--- src/rtl/xpu_pkg.sv ---
package xpu_pkg;

   typedef enum logic [1:0] {
      XPU_IDLE = 2'd0,
      XPU_CALC = 2'd1,
      XPU_WAIT = 2'd2
   } xpu_state_e;

   localparam int XPU_DIV_SERIAL = 0;
   localparam int XPU_DIV_DIRECT = 1;

endpackage

--- src/rtl/xpu_span.sv ---
module xpu_span #(
   parameter int WC_W  = 16,
   parameter int LIN_W = 17,
   parameter int WPS_W = 8,
   parameter int CAP   = 1247232
) (
   input  logic [LIN_W-1:0]  lin_start_i,
   input  logic [WC_W-1:0]   wc_reg_i,
   input  logic [WC_W:0]     moved_i,
   input  logic              fmt_i,
   output logic [WC_W:0]     applied_o,
   output logic              overrun_o,
   output logic [LIN_W-1:0]  lin_next_o
);
   localparam int CNT_W = WC_W + 1;
   localparam int POS_W = LIN_W + WPS_W;

   logic [POS_W-1:0] offset;
   logic [POS_W-1:0] room;
   logic [POS_W-1:0] req_w;
   logic [POS_W-1:0] applied_w;
   logic [POS_W-1:0] pos;
   logic [CNT_W-1:0] req;
   logic [CNT_W-1:0] allowed;
   logic             unused_pos;

   always_comb begin
      offset    = {lin_start_i, {WPS_W{1'b0}}};
      room      = (offset >= POS_W'(CAP)) ? '0 : POS_W'(CAP) - offset;
      req       = {1'b1, {WC_W{1'b0}}} - {1'b0, wc_reg_i};
      req_w     = POS_W'(req);
      overrun_o = req_w > room;
      allowed   = overrun_o ? room[CNT_W-1:0] : req;
      applied_o = (moved_i > allowed) ? allowed : moved_i;
      applied_w = POS_W'(applied_o);
      if (fmt_i)
         pos = offset + (applied_w << WPS_W);
      else
         pos = offset + applied_w + POS_W'((2 ** WPS_W) - 1);
      lin_next_o = pos[POS_W-1:WPS_W];
   end

   assign unused_pos = ^pos[WPS_W-1:0];

endmodule

--- src/rtl/xpu_mem_advance.sv ---
module xpu_mem_advance #(
   parameter int WC_W  = 16,
   parameter int EXT_W = 2
) (
   input  logic [EXT_W-1:0] ext_i,
   input  logic [WC_W-1:0]  ba_i,
   input  logic [WC_W-1:0]  wc_reg_i,
   input  logic [WC_W:0]    applied_i,
   input  logic             inhibit_i,
   output logic [EXT_W-1:0] ext_o,
   output logic [WC_W-1:0]  ba_o,
   output logic [WC_W-1:0]  wc_o
);
   localparam int MA_W  = WC_W + EXT_W;
   localparam int SUM_W = MA_W + WC_W + 2;

   logic [SUM_W-1:0] base;
   logic [SUM_W-1:0] step;
   logic [SUM_W-1:0] sum;
   logic             unused_bits;

   always_comb begin
      base = SUM_W'({ext_i, ba_i[WC_W-1:1], 1'b0});
      step = inhibit_i ? '0 : SUM_W'({applied_i, 1'b0});
      sum  = base + step;
      ba_o  = sum[WC_W-1:0];
      ext_o = sum[MA_W-1:WC_W];
      wc_o  = wc_reg_i + applied_i[WC_W-1:0];
   end

   assign unused_bits = ^{sum[SUM_W-1:MA_W], ba_i[0], applied_i[WC_W]};

endmodule

--- src/rtl/xpu_div_const.sv ---
module xpu_div_const #(
   parameter int W       = 17,
   parameter int DIVISOR = 12,
   parameter int STYLE   = 0
) (
   input  logic                         clk,
   input  logic                         rst_n,
   input  logic                         load_i,
   input  logic [W-1:0]                 dividend_i,
   output logic [W-1:0]                 quo_o,
   output logic [$clog2(DIVISOR)-1:0]   rem_o,
   output logic                         done_o,
   output logic                         finishing_o
);
   import xpu_pkg::*;

   localparam int R_W = $clog2(DIVISOR);
   localparam int C_W = $clog2(W + 1);
   localparam int E_W = W + R_W + 1;

   logic [W-1:0]   quo_q;
   logic [R_W-1:0] rem_q;
   logic [W-1:0]   dvd_q;
   logic           done_q;

   if (W < 2) begin : g_bad_width
      $error("xpu_div_const: W must be at least 2");
   end
   if (DIVISOR < 2) begin : g_bad_divisor
      $error("xpu_div_const: DIVISOR must be at least 2");
   end

   if (STYLE == XPU_DIV_SERIAL) begin : g_serial
      logic [C_W-1:0] cnt;
      logic [R_W:0]   trial;
      logic [R_W:0]   diff;
      logic           fits;

      assign trial = {rem_q, quo_q[W-1]};
      assign fits  = trial >= (R_W + 1)'(DIVISOR);
      assign diff  = trial - (R_W + 1)'(DIVISOR);
      assign finishing_o = (cnt == C_W'(1));

      always_ff @(posedge clk or negedge rst_n) begin
         if (!rst_n) begin
            quo_q  <= '0;
            rem_q  <= '0;
            dvd_q  <= '0;
            cnt    <= '0;
            done_q <= 1'b0;
         end else begin
            done_q <= 1'b0;
            if (load_i) begin
               quo_q <= dividend_i;
               rem_q <= '0;
               dvd_q <= dividend_i;
               cnt   <= C_W'(W);
            end else if (cnt != '0) begin
               quo_q <= {quo_q[W-2:0], fits};
               rem_q <= fits ? diff[R_W-1:0] : trial[R_W-1:0];
               cnt   <= cnt - C_W'(1);
               if (cnt == C_W'(1))
                  done_q <= 1'b1;
            end
         end
      end
   end else begin : g_direct
      assign finishing_o = load_i;

      always_ff @(posedge clk or negedge rst_n) begin
         if (!rst_n) begin
            quo_q  <= '0;
            rem_q  <= '0;
            dvd_q  <= '0;
            done_q <= 1'b0;
         end else begin
            done_q <= load_i;
            if (load_i) begin
               quo_q <= dividend_i / W'(DIVISOR);
               rem_q <= R_W'(dividend_i % W'(DIVISOR));
               dvd_q <= dividend_i;
            end
         end
      end
   end

   assign quo_o  = quo_q;
   assign rem_o  = rem_q;
   assign done_o = done_q;

   // the remainder register never reaches the divisor
   assert_rem_range_R9: assert property (@(posedge clk) disable iff (!rst_n)
      {1'b0, rem_q} < (R_W + 1)'(DIVISOR));

   // at completion quotient and remainder rebuild the loaded dividend
   assert_div_exact_R9: assert property (@(posedge clk) disable iff (!rst_n)
      done_q |-> (E_W'(quo_q) * E_W'(DIVISOR) + E_W'(rem_q) == E_W'(dvd_q)));

endmodule

--- src/rtl/xfer_pos_updater.sv ---
module xfer_pos_updater #(
   parameter int DA_W      = 16,
   parameter int SEC_W     = 4,
   parameter int TRK_W     = 9,
   parameter int WC_W      = 16,
   parameter int EXT_W     = 2,
   parameter int CYLS      = 203,
   parameter int HEADS     = 2,
   parameter int SECTS     = 12,
   parameter int WPS       = 256,
   parameter int DIV_STYLE = 0
) (
   input  logic               clk,
   input  logic               rst_n,
   input  logic               start_i,
   input  logic [EXT_W-1:0]   csr_ext_i,
   input  logic [WC_W-1:0]    bus_addr_i,
   input  logic [WC_W-1:0]    wc_reg_i,
   input  logic [DA_W-1:0]    disk_addr_i,
   input  logic [WC_W:0]      words_moved_i,
   input  logic               inhibit_i,
   input  logic               fmt_read_i,
   output logic               done_o,
   output logic               busy_o,
   output logic [WC_W-1:0]    wc_o,
   output logic [WC_W-1:0]    bus_addr_o,
   output logic [EXT_W-1:0]   csr_ext_o,
   output logic [DA_W-1:0]    disk_addr_o,
   output logic               overrun_o
);
   import xpu_pkg::*;

   localparam int WPS_W = $clog2(WPS);
   localparam int CAP   = CYLS * HEADS * SECTS * WPS;
   localparam int LIN_W = $clog2((2 ** TRK_W) * SECTS + (2 ** WC_W) + 1);
   localparam int R_W   = $clog2(SECTS);
   localparam int FLD_W = SEC_W + TRK_W;
   localparam int DRV_W = DA_W - FLD_W;

   if ((2 ** WPS_W) != WPS) begin : g_bad_wps
      $error("xfer_pos_updater: WPS must be a power of two");
   end
   if (SECTS > (2 ** SEC_W)) begin : g_bad_sects
      $error("xfer_pos_updater: SECTS does not fit the sector field");
   end
   if (DRV_W < 1) begin : g_bad_fields
      $error("xfer_pos_updater: no room for the drive field");
   end
   if (LIN_W < TRK_W) begin : g_bad_lin
      $error("xfer_pos_updater: linear width below track width");
   end

   xpu_state_e       state;
   logic [EXT_W-1:0] ext_q;
   logic [WC_W-1:0]  ba_q;
   logic [WC_W-1:0]  wc_q;
   logic [DA_W-1:0]  da_q;
   logic [WC_W:0]    moved_q;
   logic             inh_q;
   logic             fmt_q;

   logic [LIN_W-1:0] lin_start;
   logic [LIN_W-1:0] lin_next;
   logic [WC_W:0]    applied;
   logic             overrun_c;
   logic [EXT_W-1:0] ext_c;
   logic [WC_W-1:0]  ba_c;
   logic [WC_W-1:0]  wc_c;
   logic [LIN_W-1:0] quo;
   logic [R_W-1:0]   rem;
   logic             div_done;
   logic             div_finishing;
   logic             div_load;
   logic             unused_quo;

   always_comb begin
      lin_start = LIN_W'(da_q[FLD_W-1:SEC_W]) * LIN_W'(SECTS)
                + LIN_W'(da_q[SEC_W-1:0]);
   end

   xpu_span #(
      .WC_W  (WC_W),
      .LIN_W (LIN_W),
      .WPS_W (WPS_W),
      .CAP   (CAP)
   ) u_span (
      .lin_start_i (lin_start),
      .wc_reg_i    (wc_q),
      .moved_i     (moved_q),
      .fmt_i       (fmt_q),
      .applied_o   (applied),
      .overrun_o   (overrun_c),
      .lin_next_o  (lin_next)
   );

   xpu_mem_advance #(
      .WC_W  (WC_W),
      .EXT_W (EXT_W)
   ) u_mem (
      .ext_i     (ext_q),
      .ba_i      (ba_q),
      .wc_reg_i  (wc_q),
      .applied_i (applied),
      .inhibit_i (inh_q),
      .ext_o     (ext_c),
      .ba_o      (ba_c),
      .wc_o      (wc_c)
   );

   assign div_load = (state == XPU_CALC);

   xpu_div_const #(
      .W       (LIN_W),
      .DIVISOR (SECTS),
      .STYLE   (DIV_STYLE)
   ) u_div (
      .clk         (clk),
      .rst_n       (rst_n),
      .load_i      (div_load),
      .dividend_i  (lin_next),
      .quo_o       (quo),
      .rem_o       (rem),
      .done_o      (div_done),
      .finishing_o (div_finishing)
   );

   always_ff @(posedge clk or negedge rst_n) begin
      if (!rst_n) begin
         state      <= XPU_IDLE;
         ext_q      <= '0;
         ba_q       <= '0;
         wc_q       <= '0;
         da_q       <= '0;
         moved_q    <= '0;
         inh_q      <= 1'b0;
         fmt_q      <= 1'b0;
         wc_o       <= '0;
         bus_addr_o <= '0;
         csr_ext_o  <= '0;
         overrun_o  <= 1'b0;
      end else begin
         case (state)
            XPU_IDLE: begin
               if (start_i) begin
                  ext_q   <= csr_ext_i;
                  ba_q    <= bus_addr_i;
                  wc_q    <= wc_reg_i;
                  da_q    <= disk_addr_i;
                  moved_q <= words_moved_i;
                  inh_q   <= inhibit_i;
                  fmt_q   <= fmt_read_i;
                  state   <= XPU_CALC;
               end
            end
            XPU_CALC: begin
               wc_o       <= wc_c;
               bus_addr_o <= ba_c;
               csr_ext_o  <= ext_c;
               overrun_o  <= overrun_c;
               state      <= div_finishing ? XPU_IDLE : XPU_WAIT;
            end
            XPU_WAIT: begin
               if (div_finishing)
                  state <= XPU_IDLE;
            end
            default: state <= XPU_IDLE;
         endcase
      end
   end

   assign disk_addr_o = {da_q[DA_W-1:FLD_W], quo[TRK_W-1:0], SEC_W'(rem)};
   assign done_o      = div_done;
   assign busy_o      = (state != XPU_IDLE);
   assign unused_quo  = ^quo[LIN_W-1:TRK_W];

   // done is a single-cycle pulse
   assert_done_pulse_R2: assert property (@(posedge clk) disable iff (!rst_n)
      done_o |=> !done_o);

   // the unit is idle again when results are announced
   assert_idle_on_done_R2: assert property (@(posedge clk) disable iff (!rst_n)
      done_o |-> !busy_o);

   // the returned bus address is always word aligned
   assert_even_addr_R4: assert property (@(posedge clk) disable iff (!rst_n)
      bus_addr_o[0] == 1'b0);

   // inhibit leaves the memory address where it started
   assert_inhibit_hold_R5: assert property (@(posedge clk) disable iff (!rst_n)
      (done_o && inh_q) |-> ({csr_ext_o, bus_addr_o} == {ext_q, ba_q[WC_W-1:1], 1'b0}));

   // the drive field passes through from the loaded address
   assert_drive_keep_R9: assert property (@(posedge clk) disable iff (!rst_n)
      done_o |-> (disk_addr_o[DA_W-1:FLD_W] == da_q[DA_W-1:FLD_W]));

   // results stay put while idle and no start arrives
   assert_hold_idle_R10: assert property (@(posedge clk) disable iff (!rst_n)
      (!busy_o && !start_i) |=> ($stable(wc_o) && $stable(bus_addr_o) &&
                                 $stable(csr_ext_o) && $stable(disk_addr_o) &&
                                 $stable(overrun_o)));

endmodule

--- config.mk ---
export PLATFORM = sky130hd
export DESIGN_NAME = xfer_pos_updater
export DESIGN_NICKNAME = d
export VERILOG_FILES = /design/src/rtl/xpu_pkg.sv /design/src/rtl/xpu_span.sv /design/src/rtl/xpu_mem_advance.sv /design/src/rtl/xpu_div_const.sv /design/src/rtl/xfer_pos_updater.sv
export SDC_FILE = /design/constraint.sdc
export NUM_CORES = 1
export LEC_CHECK = 0
export BUFFER_PORTS_ARGS = -buffer_cell sky130_fd_sc_hd__buf_2
export CAP_MARGIN = 40
export CELL_PAD_IN_SITES_DETAIL_PLACEMENT = 2
export CELL_PAD_IN_SITES_GLOBAL_PLACEMENT = 2
export CORE_MARGIN = 10
export CORE_UTILIZATION = 25
export DETAILED_ROUTE_END_ITERATION = 8
export PLACE_DENSITY = 0.64
export SLEW_MARGIN = 15
export SYNTH_ARGS = -nofsm -noshare
export SYNTH_HDL_FRONTEND = slang
export SYNTH_SLANG_ARGS = --single-unit
--- constraint.sdc ---
create_clock -name clk -period 14.6 [get_ports clk]
set_input_delay 3.65 -clock clk [delete_from_list [all_inputs] [get_ports clk]]
set_output_delay 3.65 -clock clk [all_outputs]
set_load 0.005 [all_outputs]
==> run_results.csv, run 1 <==
group,metric,value,unit
critical_path,r2r-end,"u_div.quo_o[12]",
clock_network,clk_pin_slew,0.07,ns
critical_path,setup.worst_path.start_class,"register",
layout,fillCellCount,4701,
timing,maxSlewViolCount,0,
logic_synthesis,synth_largest_area_cell,"dfrtp_1",
grt,track_usage,0.145,
clock_network,cts_inserted_buffers,17,
clock_network,postCtsHoldBufs,0,
logic_synthesis,synth_top_area_frac,0.312,
min_path,hp-start,"bus_addr_o[10]",
grt,antenna_found_initial,0,
critical_path,required,14.94,ns
layout,drive_gt1_frac,0.219,
layout,areaGrowthSynthToFinish,17.8,%
timing,grt_setup_unrepaired,"false",
route,antenna_left,0,
logic_synthesis,synth-edff-count,0,
die,fp.dieW,225,µm
logic_synthesis,ys.flop_type,"dfrtp_1",
critical_path,cpMostUsedCell,"o21ai_0",
min_path,hold_class,"reg2reg",
die,start_util,0.252,
timing,tns,0,ns
logic_synthesis,synth_area_per_cell,8.95,µm²
grt,grt_pass1_wl,57.8,mm
critical_path,r2r_setup_slack,2.92,ns
route,drt-pass1-iter-count,4,
die,coreArea,41800,µm²
layout,stdcell_area,12400,µm²
critical_path,r2r_start,"da_q[4]",
place,numPortBuffers,122,
die,io_pins,125,
route,route.detailed.drc,0,
place,gp_congestion,0.829,
die,rows,75,
critical_path,cp_slowest_cell,"nor2_1",
timing,finalClockSkew,0.0100,ns
critical_path,critPathArrivalTime,12.02,ns
critical_path,r2r_cells,48,
logic_synthesis,ys_top_cells_by_area,"dfrtp_1 (31%), ha_1 (12%), mux2_2 (6.4%)",
logic_synthesis,synth_cells,1176,
clock_network,cts_sinks,131,
logic_synthesis,ys_warn_count,0,
clock_network,cts-root-buf,"clkbuf_16",
critical_path,crit_path_end_kind,"register",
clock_network,cts_setup_buffers,0,
route,dr_total_vias,9019,
timing,fmax,0.0856,GHz
route,drtIter0Drc,333,
grt,grt_pass1_vias,9960,
logic_synthesis,synth_nets,1352,
layout,antenna_cells,0,
place,hpwl,28.8,mm
timing,hold_violations,0,
route,wl_per_cell,19.5,µm
logic_synthesis,async_reset_ff_frac,1.00,
layout,nets,1468,
logic_synthesis,ys_seq_area_frac,0.312,
clock_network,h-tree-depth,4,
run,maxCapViolCount,0,
min_path,holdPathStages,2,
critical_path,crit_type,"reg2reg",
clock_network,ctsLongestPathBuffers,2,
timing,relSlewSlack,0.421,
timing,setup_viol,0,
status,status,"completed",
clock_network,cts_tree,"yes",
die,dieHeight,225,µm
clock_network,clock_latency,0.46,ns
timing,fin_crit_sh,0.800,
critical_path,cpPeakStageDelay,0.61,ns
logic_synthesis,ys_ff_latch,131,
die,dieArea,50700,µm²
critical_path,crit_fanout,33,
logic_synthesis,syn-cell-area,10500,µm²
logic_synthesis,ys_types,89,
clock_network,ctsResizeCount,0,
place,placed_area,11800,µm²
timing,layout_min_cycle_time,11.68,ns
grt,grt_overflow,0,
route,viasPerCell,4.89,
timing,tightest_slew,0.859,ns
min_path,holdPathEnd,"bus_addr_o[10]",
route,drt_wl_total,36.0,mm
grt,grt_max_degree,72,
==> through the flow <==
stage	cells	utilization	setup slack [ns]	hold WS (ns)
floorplan	1176	-	4.49	0.453
CTS	1840	0.296	2.86	0.484
finish	1843	0.297	2.92	0.482
global placement	1803	0.280	3.17	0.464
global route	1843	0.297	1.70	0.514
detailed placement	1809	0.282	2.97	0.470
==> cells in the mapped netlist, types with 11 or more instances <==
cell and n:
inv_1 61, o31ai_1 11, ha_1 98, clkbuf_1 28, xnor2_1 62, buf_4 15
nand3_1 27, mux2_2 60, o21a_1 15, nor3_1 22, o21ai_0 91, nand2_1 156
a21o_1 13, xor2_1 25, nor2b_1 22, a21oi_1 69, nor2_1 76, dfrtp_1 131
==> critical path: cells and delay by family, from the launching register on <==
family	cells	cell delay, ns
compound gates	21	4.29
fa+ha+maj	6	2.05
simple gates	14	3.41
xor+xnor	3	0.74
buf+inv	4	0.63
flops	1	0.41
==> cells by family (layout without fill, tap and decap cells) <==
logic type,after synthesis,count (layout),synth area share
AND/OR/NAND/NOR,386,386,0.181
flip-flops,131,131,0.312
XOR/XNOR,95,95,0.0881
multiplexers,68,68,0.0718
buffers and inverters,111,239,0.0455
other,1,1,0.000356
adder cells (fa/ha/maj),104,104,0.128
AO/OA/AOI/OAI,280,280,0.174
==> per-layer routing <==
metal  GRT usage  wire length (µm)
met5           0                 0
met3      0.0247              1260
met1       0.195             17400
met4      0.0449               636
met2       0.234             16700
==> state kept, by name, summed over array words and instances, names as in the netlist <==
signal and flops:
bus_addr_o 15, da_q 16, csr_ext_o 2, inh_q 1, u_div.rem_o 4, u_div.g_serial.cnt 5, overrun_o 1, wc_o 16
state 2, wc_q 16, u_div.done_o 1, fmt_q 1, moved_q 17, ba_q 15, u_div.quo_o 17, ext_q 2
==> worst max path at each step <==
stage	from	end	slack [ns]	cells after the start
detailed placement	da_q[6]	u_div.quo_o[12]	2.97	46
floorplan	da_q[5]	u_div.quo_o[12]	4.49	51
finish	da_q[4]	u_div.quo_o[12]	2.92	48
global placement	da_q[4]	u_div.quo_o[12]	3.17	48
global route	da_q[4]	u_div.quo_o[12]	1.70	51
CTS	da_q[4]	u_div.quo_o[12]	2.86	48
==> cell type report <==
cell class / instances / area (µm²) / area share
clock buffers: 17 / 425 / 0.0343
repair buffers: 146 / 850 / 0.0685
multi-input cells: 934 / 6780 / 0.547
inverters: 62 / 233 / 0.0188
well taps: 539 / 674 / 0.0544
flip-flops and latches: 131 / 3280 / 0.264
clock inverters: 14 / 155 / 0.0125
==> cells in the final DEF, fill, tap and decap left out, drive strengths merged, types with 12 or more instances in the layout <==
cell and instances:
nand2 156, buf 146, dfrtp 131, ha 98
o21ai 97, nor2 77, a21oi 71, xnor2 66
inv 66, mux2 60, nand3 27, xor2 27
nor3 26, nor2b 22, clkbuf 17, o21a 15
a21o 14, nor4 14, o31ai 12
Power of run 1 is not shown: default switching activity piles up to over one toggle a cycle in this logic, so the estimate is an artifact.
==> inputs of run 2 (changes only) <==
==> constraint.sdc (replaced) <==
create_clock -name clk -period 11.4 [get_ports clk]
set_input_delay 2.85 -clock clk [delete_from_list [all_inputs] [get_ports clk]]
set_output_delay 2.85 -clock clk [all_outputs]
set_load 0.005 [all_outputs]
==> run 2 against run 1 <==
  * Via count increased by 0.82%
  * Wire length increased by 2.2%
  * Count of clock-buffer cells in the layout increased by 3
  * Register-to-register slack got worse by 2.1 ns
  * Largest cell class unchanged
==> run_results.csv, run 2 (synthesis gave the netlist of run 1 again) <==
group,metric,value,unit
status,status,"completed",
grt,grt_pass1_wl,58.5,mm
clock_network,ctsLongestPathBuffers,2,
die,fp.dieW,225,µm
die,rows,75,
die,dieHeight,225,µm
timing,fin_crit_sh,0.927,
critical_path,crit_fanout,13,
route,route.detailed.drc,0,
critical_path,setup.worst_path.start_class,"register",
layout,final_common_cell,"nand2_1",
route,drt-pass1-iter-count,4,
critical_path,crit_path_end_kind,"register",
place,hpwl,29.5,mm
timing,fmax,0.0946,GHz
die,start_util,0.252,
clock_network,h-tree-depth,4,
clock_network,clock_latency,0.46,ns
route,drt_wl_total,36.8,mm
route,met1_length,17.6,mm
grt,antenna_found_initial,0,
critical_path,crit_start,"da_q[5]",
layout,drive_gt1_frac,0.235,
critical_path,r2r_cells,47,
timing,hold_violations,0,
grt,grt_overflow,0,
layout,ff_latch_area,3280,µm²
min_path,hold_class,"reg2reg",
layout,fillCellCount,4698,
clock_network,cts_inserted_buffers,17,
die,dieArea,50700,µm²
route,antenna_left,0,
grt,grt_pass1_vias,10200,
critical_path,required,11.74,ns
die,coreArea,41800,µm²
route,dr_total_vias,9093,
critical_path,cpPeakStageDelay,0.50,ns
clock_network,clk_pin_slew,0.06,ns
route,wl_per_cell,19.7,µm
timing,relSlewSlack,0.449,
layout,stdcell_area,12600,µm²
grt,track_usage,0.148,
clock_network,cts_sinks,131,
place,placed_area,11900,µm²
layout,antenna_cells,0,
place,numPortBuffers,122,
timing,tightest_slew,0.827,ns
route,top_layer_used,"met4",
layout,areaGrowthSynthToFinish,20.0,%
critical_path,crit_type,"reg2reg",
clock_network,cts-root-buf,"clkbuf_16",
layout,mostFrequentLayoutCells,"nand2_1 (156), dfrtp_1 (131), buf_2 (125)",
layout,multi_input_area,6810,µm²
layout,nets,1492,
route,viasPerCell,4.87,
timing,timing.hold.ws,0.478,ns
critical_path,r2r_setup_slack,0.83,ns
run,maxCapViolCount,0,
critical_path,critPathArrivalTime,10.91,ns
clock_network,postCtsHoldBufs,0,
timing,finalClockSkew,0.0102,ns
grt,grt_max_degree,78,
clock_network,cts_tree,"yes",
critical_path,endpoint,"u_div.quo_o[12]",
die,io_pins,125,
timing,layout_min_cycle_time,10.57,ns
critical_path,r2r_start,"da_q[5]",
timing,setup_viol,0,
critical_path,r2r-end,"u_div.quo_o[12]",
critical_path,cp_slowest_cell,"or4_1",
place,gp_congestion,0.806,
route,route.met2.wl,17.7,mm
route,drtIter0Drc,300,
critical_path,cpMostUsedCell,"o21ai_0",
timing,maxSlewViolCount,0,
route,met3_length,1.21,mm
==> run 2: cell types whose count changed in the layout (fill, tap and decap cells not counted), sizes merged <==
cell      change
buf          +24
bufinv        +1
clkbuf        +3
clkinv        -2
clkinvlp      +1
inv           -2
==> run 2: layout make-up <==
| type | instances | share of cell area |
|---|---|---|
| clock inverters | 12 | 0.0122 |
| multi-input cells | 934 | 0.540 |
| flip-flops and latches | 131 | 0.260 |
| inverters | 62 | 0.0184 |
| clock buffers | 20 | 0.0354 |
| well taps | 539 | 0.0534 |
| repair buffers | 170 | 0.0814 |
==> run 2: layer usage <==
layer  global-route usage  vias up
li1                     -     4409
met5                    0        -
met3               0.0293       23
met1                0.192     4558
met4               0.0342        0
met2                0.247      103
==> run 2: worst min path at each step <==
stage                                from                    end  cells past startpoint
global route               bus_addr_o[10]         bus_addr_o[10]                      2
CTS                         bus_addr_o[7]          bus_addr_o[7]                      2
finish                     bus_addr_o[10]         bus_addr_o[10]                      2
detailed placement          bus_addr_o[7]          bus_addr_o[7]                      2
global placement            bus_addr_o[8]          bus_addr_o[8]                      2
floorplan           u_div.g_serial.cnt[4]  u_div.g_serial.cnt[4]                      1
==> run 2: repair_timing <==
action | in CTS | in global routing
setup buffers | 0 | 4
setup endpoints to repair | 0 | 17
resized for setup | 0 | 7
hold endpoints to repair | 0 | 0
==> run 2: critical path, delay by kind of cell (launching register included) <==
| family | cells | cell delay (ns) |
|---|---|---|
| buf+inv | 7 | 1.03 |
| xor+xnor | 2 | 0.38 |
| flops | 1 | 0.37 |
| fa+ha+maj | 6 | 1.91 |
| simple gates | 12 | 2.69 |
| compound gates | 20 | 4.05 |
==> run 2: through the flow <==
stage	std cells	worst slack (ns)	setup TNS, ns	utilization
final	1868	0.835	0	0.302
after global routing	1868	-0.0159	-0.0192	0.302
after CTS	1863	0.348	0	0.300
after detailed placement	1831	0.416	0	0.286
after global placement	1824	0.743	0	0.284
after floorplan	1176	1.29	0	-
Power of run 2 is left out for the same reason.
==> inputs of run 3 (changes only) <==
--- a/config.mk
+++ b/config.mk
@@ -13,6 +13,7 @@
 export CORE_UTILIZATION = 25
 export DETAILED_ROUTE_END_ITERATION = 8
 export PLACE_DENSITY = 0.64
+export RECOVER_POWER = 25
 export SLEW_MARGIN = 15
 export SYNTH_ARGS = -nofsm -noshare
 export SYNTH_HDL_FRONTEND = slang
==> run 3 against run 2 <==
  * The flow now finishes with violations (capacitance limit, slew limit)
  * Register-to-register slack got worse by 0.03 ns
  * Global-route usage did not move
  * Fmax decreased by 0.28%
  * Wire length hardly changed
  * Critical endpoint unchanged
==> run_results.csv, run 3 (synthesis gave the netlist of run 1 again) <==
group,metric,value,unit
critical_path,required,11.74,ns
critical_path,setup.worst_path.start_class,"register",
timing,finalClockSkew,0.0102,ns
layout,nets,1492,
grt,grt_pass1_wl,58.5,mm
timing,timing.hold.ws,0.478,ns
critical_path,r2r_cells,47,
grt,grt_pass1_vias,10200,
route,drt_wl_total,36.8,mm
timing,relSlewSlack,-1.27,
timing,maxSlewViolCount,140,
clock_network,h-tree-depth,4,
timing,tightest_slew,3.40,ns
die,dieArea,50700,µm²
clock_network,ctsLongestPathBuffers,2,
timing,setup_viol,0,
clock_network,clk_pin_slew,0.06,ns
clock_network,cts_tree,"yes",
critical_path,critPathArrivalTime,10.94,ns
timing,fmax,0.0944,GHz
clock_network,cts_inserted_buffers,17,
place,numPortBuffers,122,
critical_path,critPathBufInv,7,
layout,areaGrowthSynthToFinish,19.5,%
route,drtIter0Drc,318,
die,start_util,0.252,
critical_path,crit_fanout,13,
route,route.detailed.drc,0,
die,rows,75,
grt,grt_max_degree,78,
route,wl_per_cell,19.7,µm
status,violations,"capacitance limit, slew limit",
timing,layout_min_cycle_time,10.60,ns
critical_path,r2r_start,"da_q[5]",
timing,fin_crit_sh,0.929,
grt,track_usage,0.148,
die,coreArea,41800,µm²
critical_path,r2r-end,"u_div.quo_o[12]",
timing,hold_violations,0,
route,dr_total_vias,9105,
critical_path,crit_type,"reg2reg",
run,maxCapViolCount,3,
die,dieHeight,225,µm
route,drt-pass1-iter-count,4,
status,status,"finished with violations",
min_path,hold_class,"reg2reg",
route,antenna_left,0,
critical_path,crit_path_end_kind,"register",
layout,drive_gt1_frac,0.231,
route,viasPerCell,4.87,
layout,final_common_cell,"nand2_1",
min_path,holdPathEnd,"bus_addr_o[10]",
place,hpwl,29.5,mm
place,gp_congestion,0.806,
die,io_pins,125,
layout,antenna_cells,0,
layout,mostFrequentLayoutCells,"nand2_1 (156), dfrtp_1 (131), buf_2 (125)",
min_path,holdPathStages,2,
layout,fillCellCount,4707,
critical_path,cpPeakStageDelay,0.50,ns
die,fp.dieW,225,µm
clock_network,cts-root-buf,"clkbuf_16",
critical_path,crit_family,"compound AO/OA/AOI/OAI gates",
grt,grt_overflow,0,
grt,antenna_found_initial,0,
min_path,hp-start,"bus_addr_o[10]",
critical_path,cp_slowest_cell,"or4_1",
critical_path,r2r_setup_slack,0.80,ns
clock_network,clock_latency,0.46,ns
critical_path,cpMostUsedCell,"o21ai_0",
clock_network,cts_sinks,131,
[run 3: changes by cell type in the layout (fill, tap and decap cells not counted), sizes merged]
cell / change
buf: -5
clkbuf: +5
[run 3: how the worst max path moves through the flow]
stage	start	end	slack, ns	cells past startpoint
floorplan	da_q[5]	u_div.quo_o[12]	1.29	51
global placement	da_q[4]	u_div.quo_o[12]	0.74	47
detailed placement	da_q[4]	u_div.quo_o[12]	0.42	47
CTS	da_q[4]	csr_ext_o[1]	0.35	48
global route	da_q[4]	csr_ext_o[1]	-0.02	48
finish	da_q[5]	u_div.quo_o[12]	0.80	47
[run 3: worst reg2reg max path: cells and delay by family, from the launching register on]
kind,cells,cell delay [ns]
adder cells (fa/ha/maj),6,1.91
AO/OA/AOI/OAI,20,4.08
AND/OR/NAND/NOR,12,2.70
flip-flops,1,0.37
XOR/XNOR,2,0.39
buffers and inverters,7,1.05
[run 3: cell type report]
class,instances,area [µm²],share of cell area
clock buffer,20,447,0.0355
clock inverter,12,154,0.0122
inverter,62,233,0.0185
multi-input combinational,934,6810,0.542
sequential,131,3280,0.261
tap,539,674,0.0536
timing repair buffer,170,977,0.0777
[run 3: timing repair]
action / in CTS / in global routing
setup buffers: 0 / 4
hold buffers: 0 / 0
resized for setup: 0 / 7
endpoints found under the setup margin: 0 / 17
[run 3: through the flow]
step / std cells / setup TNS [ns] / instance area [µm²] / utilization / setup WS (ns)
after floorplan: 1176 / 0 / 10500 / - / 1.29
after global placement: 1824 / 0 / 11900 / 0.284 / 0.743
after detailed placement: 1831 / 0 / 11900 / 0.286 / 0.416
after CTS: 1863 / 0 / 12500 / 0.300 / 0.348
after global routing: 1868 / -0.0192 / 12600 / 0.301 / -0.0159
final: 1868 / 0 / 12600 / 0.301 / 0.805
[run 3: layer usage]
layer | GRT usage | routed length [µm]
met5 | 0 | 0
met4 | 0.0342 | 365
met3 | 0.0293 | 1280
met2 | 0.247 | 17700
met1 | 0.192 | 17500
Power of run 3 is left out for the same reason.
